===== config.mk =====
export PLATFORM = sky130hd
export DESIGN_NAME = route_hdr_parse
export DESIGN_NICKNAME = d
export VERILOG_FILES = /design/src/rtl/route_hdr_pkg.sv /design/src/rtl/hop_tally.sv /design/src/rtl/rhp_fsm.sv /design/src/rtl/rhp_out_stage.sv /design/src/rtl/route_hdr_parse.sv
export SDC_FILE = /design/constraint.sdc
export NUM_CORES = 1
export LEC_CHECK = 0
export ABC_CLOCK_PERIOD_IN_PS = 3100
export BUFFER_PORTS_ARGS = -buffer_cell sky130_fd_sc_hd__buf_2
export CORE_UTILIZATION = 55
export CTS_CLUSTER_DIAMETER = 50
export DETAILED_ROUTE_END_ITERATION = 7
export GPL_ROUTABILITY_DRIVEN = 0
export GPL_TIMING_DRIVEN = 0
export MAX_ROUTING_LAYER = met4
export PLACE_DENSITY = 0.81
export SYNTH_ARGS = -nofsm -noshare
export SYNTH_HDL_FRONTEND = slang
export SYNTH_SLANG_ARGS = --single-unit

===== constraint.sdc =====
create_clock -name clk -period 3.1 [get_ports clk]
set_input_delay 0.31 -clock clk [delete_from_list [all_inputs] [get_ports clk]]
set_output_delay 0.31 -clock clk [all_outputs]
set_load 0.01 [all_outputs]

===== src/rtl/route_hdr_pkg.sv =====
`timescale 1ns/1ps
// Shared definitions for the routed frame header parser.
// Assumes byte-wide data; the two reserved values are the top two codes.
package route_hdr_pkg;
    localparam int BYTE_W = 8;
    localparam logic [BYTE_W-1:0] MARK_RET = 8'hFE;  // forward list ends, return list begins
    localparam logic [BYTE_W-1:0] MARK_END = 8'hFF;  // routing header ends

    typedef enum logic [1:0] {
        PS_FWD  = 2'd0,
        PS_RET  = 2'd1,
        PS_TYPE = 2'd2,
        PS_PAY  = 2'd3
    } parse_state_t;

    typedef struct packed {
        logic [BYTE_W-1:0] data;
        logic              last;
        logic              user;
        logic              empty;
    } out_beat_t;
endpackage


===== src/rtl/hop_tally.sv =====
`timescale 1ns/1ps
// Saturating hop counter.
// Counts increments up to 2**CNT_W-1 and holds there. ovf pulses when an
// increment arrives at the limit. Clear has priority over increment.
module hop_tally #(
    parameter int CNT_W = 4
) (
    input  logic             clk,
    input  logic             rst_n,
    input  logic             clr,
    input  logic             inc,
    output logic [CNT_W-1:0] cnt,
    output logic             ovf
);
    localparam logic [CNT_W-1:0] CNT_MAX = {CNT_W{1'b1}};

    assign ovf = inc && !clr && (cnt == CNT_MAX);

    // Count register with saturation
    always_ff @(posedge clk) begin
        if (!rst_n || clr)
            cnt <= '0;
        else if (inc && cnt != CNT_MAX)
            cnt <= cnt + 1'b1;
    end
endmodule


===== src/rtl/rhp_fsm.sv =====
`timescale 1ns/1ps
// Byte-serial header state machine.
// Walks forward list, return list, terminator and type byte, and keeps the
// working hop counts, first hop and bad flag for the frame in progress.
// It issues one push per output beat. It assumes take = valid & ready,
// computed by the caller.
module rhp_fsm
    import route_hdr_pkg::*;
#(
    parameter int CNT_W = 4
) (
    input  logic              clk,
    input  logic              rst_n,
    input  logic              take,
    input  logic [BYTE_W-1:0] in_data,
    input  logic              in_last,
    input  logic              in_user,
    output logic              push,
    output out_beat_t         push_beat,
    output logic              publish,
    output logic [BYTE_W-1:0] work_first,
    output logic [CNT_W-1:0]  work_fwd,
    output logic [CNT_W-1:0]  work_ret,
    output logic              work_bad
);
    parse_state_t state_q, state_d;
    logic         bad_q;
    logic         fwd_inc, ret_inc, clr;
    logic         fwd_ovf, ret_ovf, dup_ret;
    logic         bad_now;
    logic         is_ret, is_end;

    assign is_ret = (in_data == MARK_RET);
    assign is_end = (in_data == MARK_END);

    hop_tally #(.CNT_W(CNT_W)) u_fwd (
        .clk(clk), .rst_n(rst_n), .clr(clr), .inc(fwd_inc),
        .cnt(work_fwd), .ovf(fwd_ovf)
    );
    hop_tally #(.CNT_W(CNT_W)) u_ret (
        .clk(clk), .rst_n(rst_n), .clr(clr), .inc(ret_inc),
        .cnt(work_ret), .ovf(ret_ovf)
    );

    assign bad_now  = bad_q || fwd_ovf || ret_ovf || dup_ret || (take && in_user);
    assign work_bad = bad_q;

    // Next state, counter strobes and output beat for the accepted byte
    always_comb begin
        state_d   = state_q;
        fwd_inc   = 1'b0;
        ret_inc   = 1'b0;
        dup_ret   = 1'b0;
        clr       = 1'b0;
        push      = 1'b0;
        publish   = 1'b0;
        push_beat = '{data: '0, last: 1'b1, user: 1'b1, empty: 1'b1};
        if (take) begin
            unique case (state_q)
                PS_FWD: begin
                    if (is_end)      state_d = PS_TYPE;
                    else if (is_ret) state_d = PS_RET;
                    else             fwd_inc = 1'b1;
                end
                PS_RET: begin
                    if (is_end)      state_d = PS_TYPE;
                    else if (is_ret) dup_ret = 1'b1;
                    else             ret_inc = 1'b1;
                end
                PS_TYPE: begin
                    publish = 1'b1;
                    if (in_last) begin
                        push           = 1'b1;
                        push_beat.user = bad_now;
                    end else begin
                        state_d = PS_PAY;
                    end
                end
                PS_PAY: begin
                    push            = 1'b1;
                    push_beat.data  = in_data;
                    push_beat.last  = in_last;
                    push_beat.user  = bad_now && in_last;
                    push_beat.empty = 1'b0;
                end
                default: state_d = PS_FWD;
            endcase
            // Early end in the header: send an aborted empty beat
            if (in_last && (state_q == PS_FWD || state_q == PS_RET)) begin
                push = 1'b1;
            end
            if (in_last) begin
                clr     = 1'b1;
                state_d = PS_FWD;
            end
        end
    end

    // State and frame bad flag registers
    always_ff @(posedge clk) begin
        if (!rst_n) begin
            state_q <= PS_FWD;
            bad_q   <= 1'b0;
        end else begin
            state_q <= state_d;
            if (clr)
                bad_q <= 1'b0;
            else
                bad_q <= bad_now;
        end
    end

    // First forward hop capture
    always_ff @(posedge clk) begin
        if (!rst_n || clr)
            work_first <= '0;
        else if (fwd_inc && work_fwd == '0)
            work_first <= in_data;
    end
endmodule


===== src/rtl/rhp_out_stage.sv =====
`timescale 1ns/1ps
// Single output register for the payload stream.
// A push loads a new beat. A beat leaves when out_ready is high.
// Assumes push only occurs when space is free (space = !valid | ready).
module rhp_out_stage
    import route_hdr_pkg::*;
(
    input  logic      clk,
    input  logic      rst_n,
    input  logic      push,
    input  out_beat_t push_beat,
    input  logic      out_ready,
    output logic      space,
    output logic      out_valid,
    output out_beat_t out_beat
);
    assign space = !out_valid || out_ready;

    // Beat valid flag
    always_ff @(posedge clk) begin
        if (!rst_n)
            out_valid <= 1'b0;
        else if (push)
            out_valid <= 1'b1;
        else if (out_ready)
            out_valid <= 1'b0;
    end

    // Beat contents, loaded on push
    always_ff @(posedge clk) begin
        if (!rst_n)
            out_beat <= '0;
        else if (push)
            out_beat <= push_beat;
    end
endmodule


===== src/rtl/route_hdr_parse.sv =====
`timescale 1ns/1ps
// Routed frame header parser, top level.
// Parses a variable-length source-route header and a type byte, publishes
// the header fields, and forwards the payload with framing and error mark.
// Assumes one byte per beat and a downstream that accepts with out_ready.
module route_hdr_parse
    import route_hdr_pkg::*;
#(
    parameter int CNT_W = 4
) (
    input  logic             clk,
    input  logic             rst_n,
    input  logic [7:0]       in_data,
    input  logic             in_valid,
    output logic             in_ready,
    input  logic             in_last,
    input  logic             in_user,
    output logic [7:0]       out_data,
    output logic             out_valid,
    input  logic             out_ready,
    output logic             out_last,
    output logic             out_user,
    output logic             out_empty,
    output logic             hdr_valid,
    output logic [7:0]       hdr_first_hop,
    output logic [CNT_W-1:0] hdr_fwd_count,
    output logic [CNT_W-1:0] hdr_ret_count,
    output logic [7:0]       hdr_type
);
    logic              take, push, publish, work_bad;
    out_beat_t         push_beat, beat_q;
    logic [BYTE_W-1:0] work_first;
    logic [CNT_W-1:0]  work_fwd, work_ret;

    assign take = in_valid && in_ready;

    rhp_fsm #(.CNT_W(CNT_W)) u_fsm (
        .clk(clk), .rst_n(rst_n), .take(take),
        .in_data(in_data), .in_last(in_last), .in_user(in_user),
        .push(push), .push_beat(push_beat), .publish(publish),
        .work_first(work_first), .work_fwd(work_fwd), .work_ret(work_ret),
        .work_bad(work_bad)
    );

    rhp_out_stage u_out (
        .clk(clk), .rst_n(rst_n), .push(push), .push_beat(push_beat),
        .out_ready(out_ready), .space(in_ready),
        .out_valid(out_valid), .out_beat(beat_q)
    );

    assign out_data  = beat_q.data;
    assign out_last  = beat_q.last;
    assign out_user  = beat_q.user;
    assign out_empty = beat_q.empty;

    // Header field publication, held until the final beat leaves
    always_ff @(posedge clk) begin
        if (!rst_n) begin
            hdr_valid     <= 1'b0;
            hdr_first_hop <= '0;
            hdr_fwd_count <= '0;
            hdr_ret_count <= '0;
            hdr_type      <= '0;
        end else if (publish) begin
            hdr_valid     <= 1'b1;
            hdr_first_hop <= work_first;
            hdr_fwd_count <= work_fwd;
            hdr_ret_count <= work_ret;
            hdr_type      <= in_data;
        end else if (out_valid && out_ready && out_last) begin
            hdr_valid     <= 1'b0;
        end
    end

    // The bad flag is folded into beats inside the state machine
    logic unused_bad;
    assign unused_bad = work_bad;
endmodule


* After elaboration in Yosys (flattened, before gate mapping) *
Cells that the tools add are included.

cells by class
  add/subtract/negate cells = 2
  equality and inequality tests = 11
  multiplexer cells = 31
  bitwise gates (word level) = 1
  reductions and logical operators = 30

operator list
  kind                 number
  $mux 1               22
  $eq 8x8->1 const B   2
  $logic_and 1x1->1    13
  $mux 11              1
  $mux 9               1
  $add 4x1->4 const B  2
  $eq 4x4->1 const B   2
  $mux 2               4
  $ne 4x4->1 const B   2
  $logic_or 1x1->1     7
  $pmux 2 s3           1
  $eq 2x2->1 const B   2
  $logic_not 4->1      1
  $ne 4x2->1 const B   1
  $pmux 1 s2           2
  $reduce_and 4->1     1
  $reduce_bool 2->1    2
  $reduce_bool 4->1    1
  $logic_not 1->1      3
  $ne 3x2->1 const B   1
  $eq 2x1->1 const B   1
  $logic_not 2->1      1
  $reduce_or 2->1      1
  $not 1->1            1

storage, ports and cells
  bits in registers = 56
  output and inout bits = 38
  logic and storage cells = 90

* Longest topological paths before layout *
Gate-level depths: netlist of run 1.

  word-level depth = 14
  gate-level depth with buffers = 7
  depth with buffers taken out = 6

* Cells and area by module *
Synthesis of run 1 repeated with hierarchy kept, for this count alone.

second synthesis, totals
  cells, all modules = 249
  area, all modules = 2,548.7 µm²

modules (own cells, without submodules)
  module           times used  cells each  area an instance (µm²)  seq. area each (µm²)
  route_hdr_parse  1           82          984.7                   500.5
  rhp_fsm          1           82          724.4                   220.2
  rhp_out_stage    1           39          451.7                   240.2
  hop_tally        2           23          193.9                   80.1

* Worst setup path before layout of run 1 *
Ideal clock, no wire load.

  kind = register -> register
  from = reg u_fsm.state_q[0]
  to = reg u_out.out_beat[10] in the netlist's numbering
  setup time = 59 ps
  data arrival time = 1,728 ps
  setup slack = 1,313 ps
  stages on the path, launching flop included = 7
  buffers on the path = 0
  period minus slack after synthesis = 1,787 ps
  cell sequence = dfxtp_1 > inv_1 > ha_1 > or3_4 > a21o_1 > a31oi_4 > a22o_2

on the way
  cells in the longest elaborated chain, start to end = 5
  elaborated cells on any way between the ends = 11
  classes of those cells = eq/ne: 3; mux: 5; reduce/logical: 3

ends and longest elaborated chain
  item                                                RTL line             text
  start, declared                                     rhp_fsm.sv:26        parse_state_t state_q, state_d;
  start signal, assigned                              rhp_fsm.sv:105       state_q <= state_d;
  branches (longest 5 deep; another with $eq 2x2->1)  n/a
  end signal, assigned                                rhp_out_stage.sv:34  out_beat <= push_beat;
  end, declared                                       rhp_out_stage.sv:15  output out_beat_t out_beat

Parallel ways; which one is timed is not known.
A chain may end at the register's enable or synchronous reset.

* Final worst setup path of run 1 *
Ends and elaborated chain as after synthesis.

==> flow_summary.ini, run 1 <==
[floorplanning]
ioPinCount = 52
dieWidth_um = 67.9
die_area_um2 = 4600
initial_core_util_pct = 58.4
die_h_um = 67.9
core_area_um2 = 4090
rows = 23

[route]
via_count = 2243
wire_per_inst_um = 14.2
drcViolationCount = 0
drtIter0Drc = 219
post_drt_via_cell_ratio = 5.77
ant_nets = 0
routed_wl_mm = 5.53
firstDrtPassIters = 4

[timing]
hold_viol_final = 0
setup_slack_ns = 1.06
final.min_clock_period_ns = 2.04
slew_headroom_pct = 62.4
worst_slew_pin_slew_ns = 0.561
rsz0062_at_grt = no
finalCritPeriodShare_pct = 65.9
setup_viol = 0
skew_ns = 0.00401
maxSlewViolCount = 0
max_freq_mhz = 489
tns_ns = 0

[synth]
synth_fa_ha_area_share_pct = 3.67
synth-edff-count = 0
synth_top_family_by_area = compound AO/OA/AOI/OAI gates
synth_xor_area_share_pct = 0
synth-seq-cells = 56
syn_inst = 281
synth_compound_area_share_pct = 23.1
ys_seq_area_share_pct = 47.0
syn_avg_cell_area_um2 = 8.49
ys.flop_type = dfxtp_1
syn_nets = 302
synthMuxAreaShare_pct = 0.839
yosysWarnings = 0
synth_area_leaders = dfxtp_1 (47%), a21oi_1 (9.2%), nand2_1 (8.8%)
yosysTopAreaCell = dfxtp_1
synth_top_area_share_pct = 47.0
async_reset_ff_share_pct = 0
syn-cell-area_um2 = 2380
synthSimpleGateAreaFrac_pct = 20.6
synth_cell_types = 44

[critical_path]
cp.required_ns = 3.36
crit_type = reg -> reg
reg2reg_to = u_out.out_beat[10]
critPathLaunchType = register
cp_data_arrival_time_ns = 2.31
regToRegSetupSlack_ns = 1.06
crit_path_end_kind = register
reg2reg_depth = 6
endpoint = u_out.out_beat[10]
r2r-start = u_fsm.state_q[0]
critPathMaxFanout = 8
setup.worst_path.start = u_fsm.state_q[0]

[global_routing]
overflow = 0
grt_antenna_before_repair = 0
grt_usage_pct = 26.2
grt_max_degree = 18
grt_pass1_vias = 1905
grt_first_pass_wirelength_mm = 8.58

[clocking]
cts_hold_buf = 0
post_cts_buffers = 0
ctsLongestPathBuffers = 2
cts-resized-gates = 0
cts_buffers = 5
htreeDepth = 2
cts-root-buf = clkbuf_8
clkTransAtPathRegs_ns = 0.10
cts_num_sinks = 56
worstSkewPairLatency_ns = 0.31
cts_tree = yes

[pwr]
power_density_nw_per_um2 = 451
peakVddDrop_mv = 0.221
leakagePower_nw = 1.12
p_total_mw = 1.26

[finish]
nNetsFinal = 359
syn_to_final_growth_pct = 17.2
fin_area_um2 = 2790
utilization_pct = 68.4
final_layout_size_suffix_gt1_share_pct = 23.3
most-common-layout-cells = nand2_1 (56), dfxtp_1 (56), buf_2 (54), a21oi_1 (44), nand3_1 (18)
num_antenna_cells = 0

[place]
io_buffer_count = 50
place_area_um2 = 2700
hpwl_mm = 4.06
post-place-ws_ns = 1.11

[worst_hold_path]
worstHoldPathCells = 3
hold_path.class = in -> reg

[flow_run]
max_cap_viol_count = 0

[status]
status = finished clean
critical path, stage by stage, from the launching register on:
cell and delay, ns:
dfxtp_1 0.39, inv_1 0.08, ha_1 0.30, or3_4 0.43
a21o_1 0.26, a31oi_4 0.33, a22o_2 0.21
cell usage after synthesis, types with 2 or more instances:
| cell | number |
|---|---|
| dfxtp_1 | 56 |
| nor2_1 | 8 |
| mux2i_1 | 2 |
| a22o_2 | 7 |
| o21ai_0 | 14 |
| inv_1 | 7 |
| a21oi_1 | 44 |
| buf_6 | 2 |
| nor3_1 | 2 |
| o21a_1 | 2 |
| nand3_1 | 18 |
| nand2_1 | 56 |
| a31oi_1 | 4 |
| and3_1 | 4 |
| nor4_1 | 2 |
| or3_1 | 5 |
| o31ai_1 | 2 |
| nand4_1 | 4 |
| clkbuf_2 | 2 |
| buf_2 | 4 |
| ha_1 | 7 |
| clkbuf_1 | 7 |
cells by family (layout without fill, tap and decap cells):
family	after synthesis	in the layout
AO/OA/AOI/OAI	87	87
AND/OR/NAND/NOR	105	105
multiplexers	2	2
buffers and inverters	24	82
adder cells (fa/ha/maj)	7	7
flip-flops	56	56
cell type report:
type,instances,area [um^2]
Fill cell,364,1290
Multi-Input combinational cell,201,1150
Sequential cell,56,1120
Clock inverter,2,13.8
Inverter,8,30.0
Clock buffer,6,82.6
Timing Repair Buffer,50,250
Tap cell,50,62.6
Buffer,16,82.6
metal layers:
| layer | global-route usage, % | part of all wire (%) | vias to the layer above |
|---|---|---|---|
| li1 | - | - | 1115 |
| met1 | 32.5 | 45 | 1040 |
| met2 | 41.3 | 49 | 81 |
| met3 | 3.67 | 5.5 | 7 |
| met4 | 13.8 | 1.3 | 0 |
| met5 | - | 0 | - |
through the flow:
stage | cells | hold slack, ns
2_1_floorplan | 281 | 0.424
3_3_place_gp | 381 | 0.437
3_5_place_dp | 381 | 0.443
4_1_cts | 389 | 0.229
5_1_grt | 389 | 0.255
6_report | 389 | 0.234
how the worst min path moves through the flow:
stage / startpoint / endpoint / slack (ns)
4_1_cts: rst_n / u_out.out_beat[0] / 0.23
2_1_floorplan: rst_n / u_out.out_beat[0] / 0.42
6_report: rst_n / u_out.out_beat[0] / 0.23
3_3_place_gp: u_fsm.work_first[4] / hdr_first_hop[4] / 0.44
3_5_place_dp: hdr_fwd_count[2] / hdr_fwd_count[2] / 0.44
5_1_grt: rst_n / u_out.out_beat[0] / 0.26
where the power goes:
group          switching [mW]  internal [mW]
sequential            0.00704          0.731
combinational          0.0673         0.0352
clock                   0.237          0.183
registers in the layout, summed over array words and instances (netlist names):
| register | flops |
|---|---|
| u_fsm.u_ret.cnt | 4 |
| u_fsm.work_first | 8 |
| u_fsm.state_q | 2 |
| u_fsm.u_fwd.cnt | 4 |
| hdr_first_hop | 8 |
| hdr_fwd_count | 4 |
| hdr_ret_count | 4 |
| u_out.out_valid | 1 |
| u_out.out_beat | 11 |
| u_fsm.work_bad | 1 |
| hdr_type | 8 |
| hdr_valid | 1 |
Note: power is estimated with default switching activity, not from simulation.
==> run 2: changes to the inputs <==
--- a/config.mk
+++ b/config.mk
@@ -5,15 +5,15 @@
 export SDC_FILE = /design/constraint.sdc
 export NUM_CORES = 1
 export LEC_CHECK = 0
-export ABC_CLOCK_PERIOD_IN_PS = 3100
+export ABC_CLOCK_PERIOD_IN_PS = 1910
 export BUFFER_PORTS_ARGS = -buffer_cell sky130_fd_sc_hd__buf_2
-export CORE_UTILIZATION = 55
+export CORE_UTILIZATION = 53
 export CTS_CLUSTER_DIAMETER = 50
 export DETAILED_ROUTE_END_ITERATION = 7
 export GPL_ROUTABILITY_DRIVEN = 0
 export GPL_TIMING_DRIVEN = 0
 export MAX_ROUTING_LAYER = met4
-export PLACE_DENSITY = 0.81
+export PLACE_DENSITY = 0.78
 export SYNTH_ARGS = -nofsm -noshare
 export SYNTH_HDL_FRONTEND = slang
 export SYNTH_SLANG_ARGS = --single-unit
==> constraint.sdc (replaced) <==
create_clock -name clk -period 1.91 [get_ports clk]
set_input_delay 0.191 -clock clk [delete_from_list [all_inputs] [get_ports clk]]
set_output_delay 0.191 -clock clk [all_outputs]
set_load 0.01 [all_outputs]
==> run 2 against run 1 <==
Count of clock-buffer cells in the layout unchanged; global-route usage down 0.90 points; core utilization down 2.7 points; largest cell class unchanged.
==> flow_summary.ini, run 2 (synthesis results as in run 1) <==
[critical_path]
critPathLaunchType = register
critPathMaxFanout = 8
crit_slowest_cell = or3_4
crit_path_cell_trace = inv_2 -> ha_4 -> or3_4 -> a21o_4 -> a31oi_4 -> a22o_1
crit_path_end_kind = register
cp.required_ns = 2.17
cp_data_arrival_time_ns = 2.09
cpPeakStageDelay_ns = 0.41
reg2reg_depth = 6
crit_type = reg -> reg

[clocking]
cts_num_sinks = 56
cts_buffers = 5
ctsLongestPathBuffers = 2
cts_tree = yes
clkTransAtPathRegs_ns = 0.10
post_cts_buffers = 0
cts-root-buf = clkbuf_8
htreeDepth = 2
worstSkewPairLatency_ns = 0.31

[finish]
final_common_cell = nand2_1
syn_to_final_growth_pct = 20.0
largest_register_ffs = 11
num_antenna_cells = 0
multi_input_area_um2 = 1200
fillers = 375
fin_area_um2 = 2860
most-common-layout-cells = nand2_1 (56), buf_2 (54), dfxtp_1 (54), a21oi_1 (44), nand3_1 (18)
regArea_um2 = 1130
nNetsFinal = 358
top_register = u_out.out_beat
final_layout_size_suffix_gt1_share_pct = 26.0

[floorplanning]
die_area_um2 = 4770
ioPinCount = 52
die_h_um = 69.1
core_area_um2 = 4350
rows = 24
initial_core_util_pct = 54.8
dieWidth_um = 69.1

[pwr]
power_density_nw_per_um2 = 747
leakagePower_nw = 1.13
peakVddDrop_mv = 0.447

[status]
status = finished clean

[place]
place_area_um2 = 2700
io_buffer_count = 50
hpwl_mm = 4.08

[global_routing]
overflow = 0
grt_max_degree = 17
grt_usage_pct = 25.3
grt_pass1_vias = 2045
grt_antenna_before_repair = 0
grt_first_pass_wirelength_mm = 9.52

[timing]
rsz0062_at_grt = yes
setup_viol = 0
slew_headroom_pct = 63.5
worst_slew_pin_slew_ns = 0.545
hold_viol_final = 0
finalCritPeriodShare_pct = 96.0
hold_ws_ns = 0.110
skew_ns = 0.00662
max_freq_mhz = 545
final.min_clock_period_ns = 1.83
maxSlewViolCount = 0

[route]
drcViolationCount = 0
firstDrtPassIters = 5
via_count = 2254
wire_per_inst_um = 14.6
routed_wl_mm = 5.68
drtIter0Drc = 166
ant_nets = 0
post_drt_via_cell_ratio = 5.78

[worst_hold_path]
worstHoldPathCells = 3
hold_path.class = in -> reg

[flow_run]
max_cap_viol_count = 0
-- run 2: changes by cell type in the layout (fill, tap and decap cells not counted), moves of 2 or more --
| cell | change |
|---|---|
| ha_1 | -3 |
| ha_4 | +3 |
| dfxtp_1 | -2 |
| inv_1 | -2 |
| inv_2 | +2 |
-- run 2: layer usage --
metal | up-vias | track usage [%] | share of wire (%)
li1 | 1113 | - | -
met1 | 1049 | 31.1 | 43
met2 | 84 | 41.1 | 49
met3 | 8 | 5.70 | 6.5
met4 | 0 | 8.62 | 1.7
met5 | - | - | 0
-- run 2: stage by stage --
step	power [mW]	setup slack, ns	setup TNS (ns)	instances	utilization [%]
CTS	2.14	0.00162	0	391	64.6
detailed placement	1.39	-0.0885	-0.584	383	62.0
finish	2.14	0.0756	0	390	65.7
floorplan	1.33	0.123	0	281	-
global placement	1.39	-0.0308	-0.225	383	62.0
global route	2.21	-0.00463	-0.00463	390	65.7
-- run 2: timing repair --
action	4_1_cts	5_1_grt
hold buffers	0	0
resized for setup	2	15
gates cloned	0	0
pin swaps	2	2
setup endpoints to repair	8	19
-- run 2: worst paths after layout --
check | from | end | slack, ns
setup / recovery | u_fsm.state_q[0] | u_out.out_beat[4] | 0.08
hold / removal | rst_n | u_out.out_beat[0] | 0.11
setup reg to reg | u_fsm.state_q[0] | u_out.out_beat[4] | 0.08
hold reg to reg | u_fsm.work_first[4] | hdr_first_hop[4] | 0.45
-- run 2: cell type report --
type / count / area share [%]
Inverter: 8 / 1.05
Clock buffer: 6 / 2.54
Clock inverter: 2 / 1.22
Tap cell: 52 / 2.27
Timing Repair Buffer: 50 / 8.75
Multi-Input combinational cell: 201 / 42.0
Buffer: 15 / 2.80
Sequential cell: 56 / 39.4
-- run 2: where the power goes --
| group | total (mW) | internal, mW | switching [mW] |
|---|---|---|---|
| Combinational | 0.171 | 0.0590 | 0.112 |
| Clock | 0.770 | 0.390 | 0.380 |
| Sequential | 1.20 | 1.19 | 0.0121 |
-- run 2: critical path: cells and delay by family (launching register included) --
kind,cells,cell delay [ns]
adder cells (fa/ha/maj),1,0.19
flip-flops,1,0.39
AND/OR/NAND/NOR,1,0.41
buffers and inverters,1,0.07
AO/OA/AOI/OAI,3,0.72
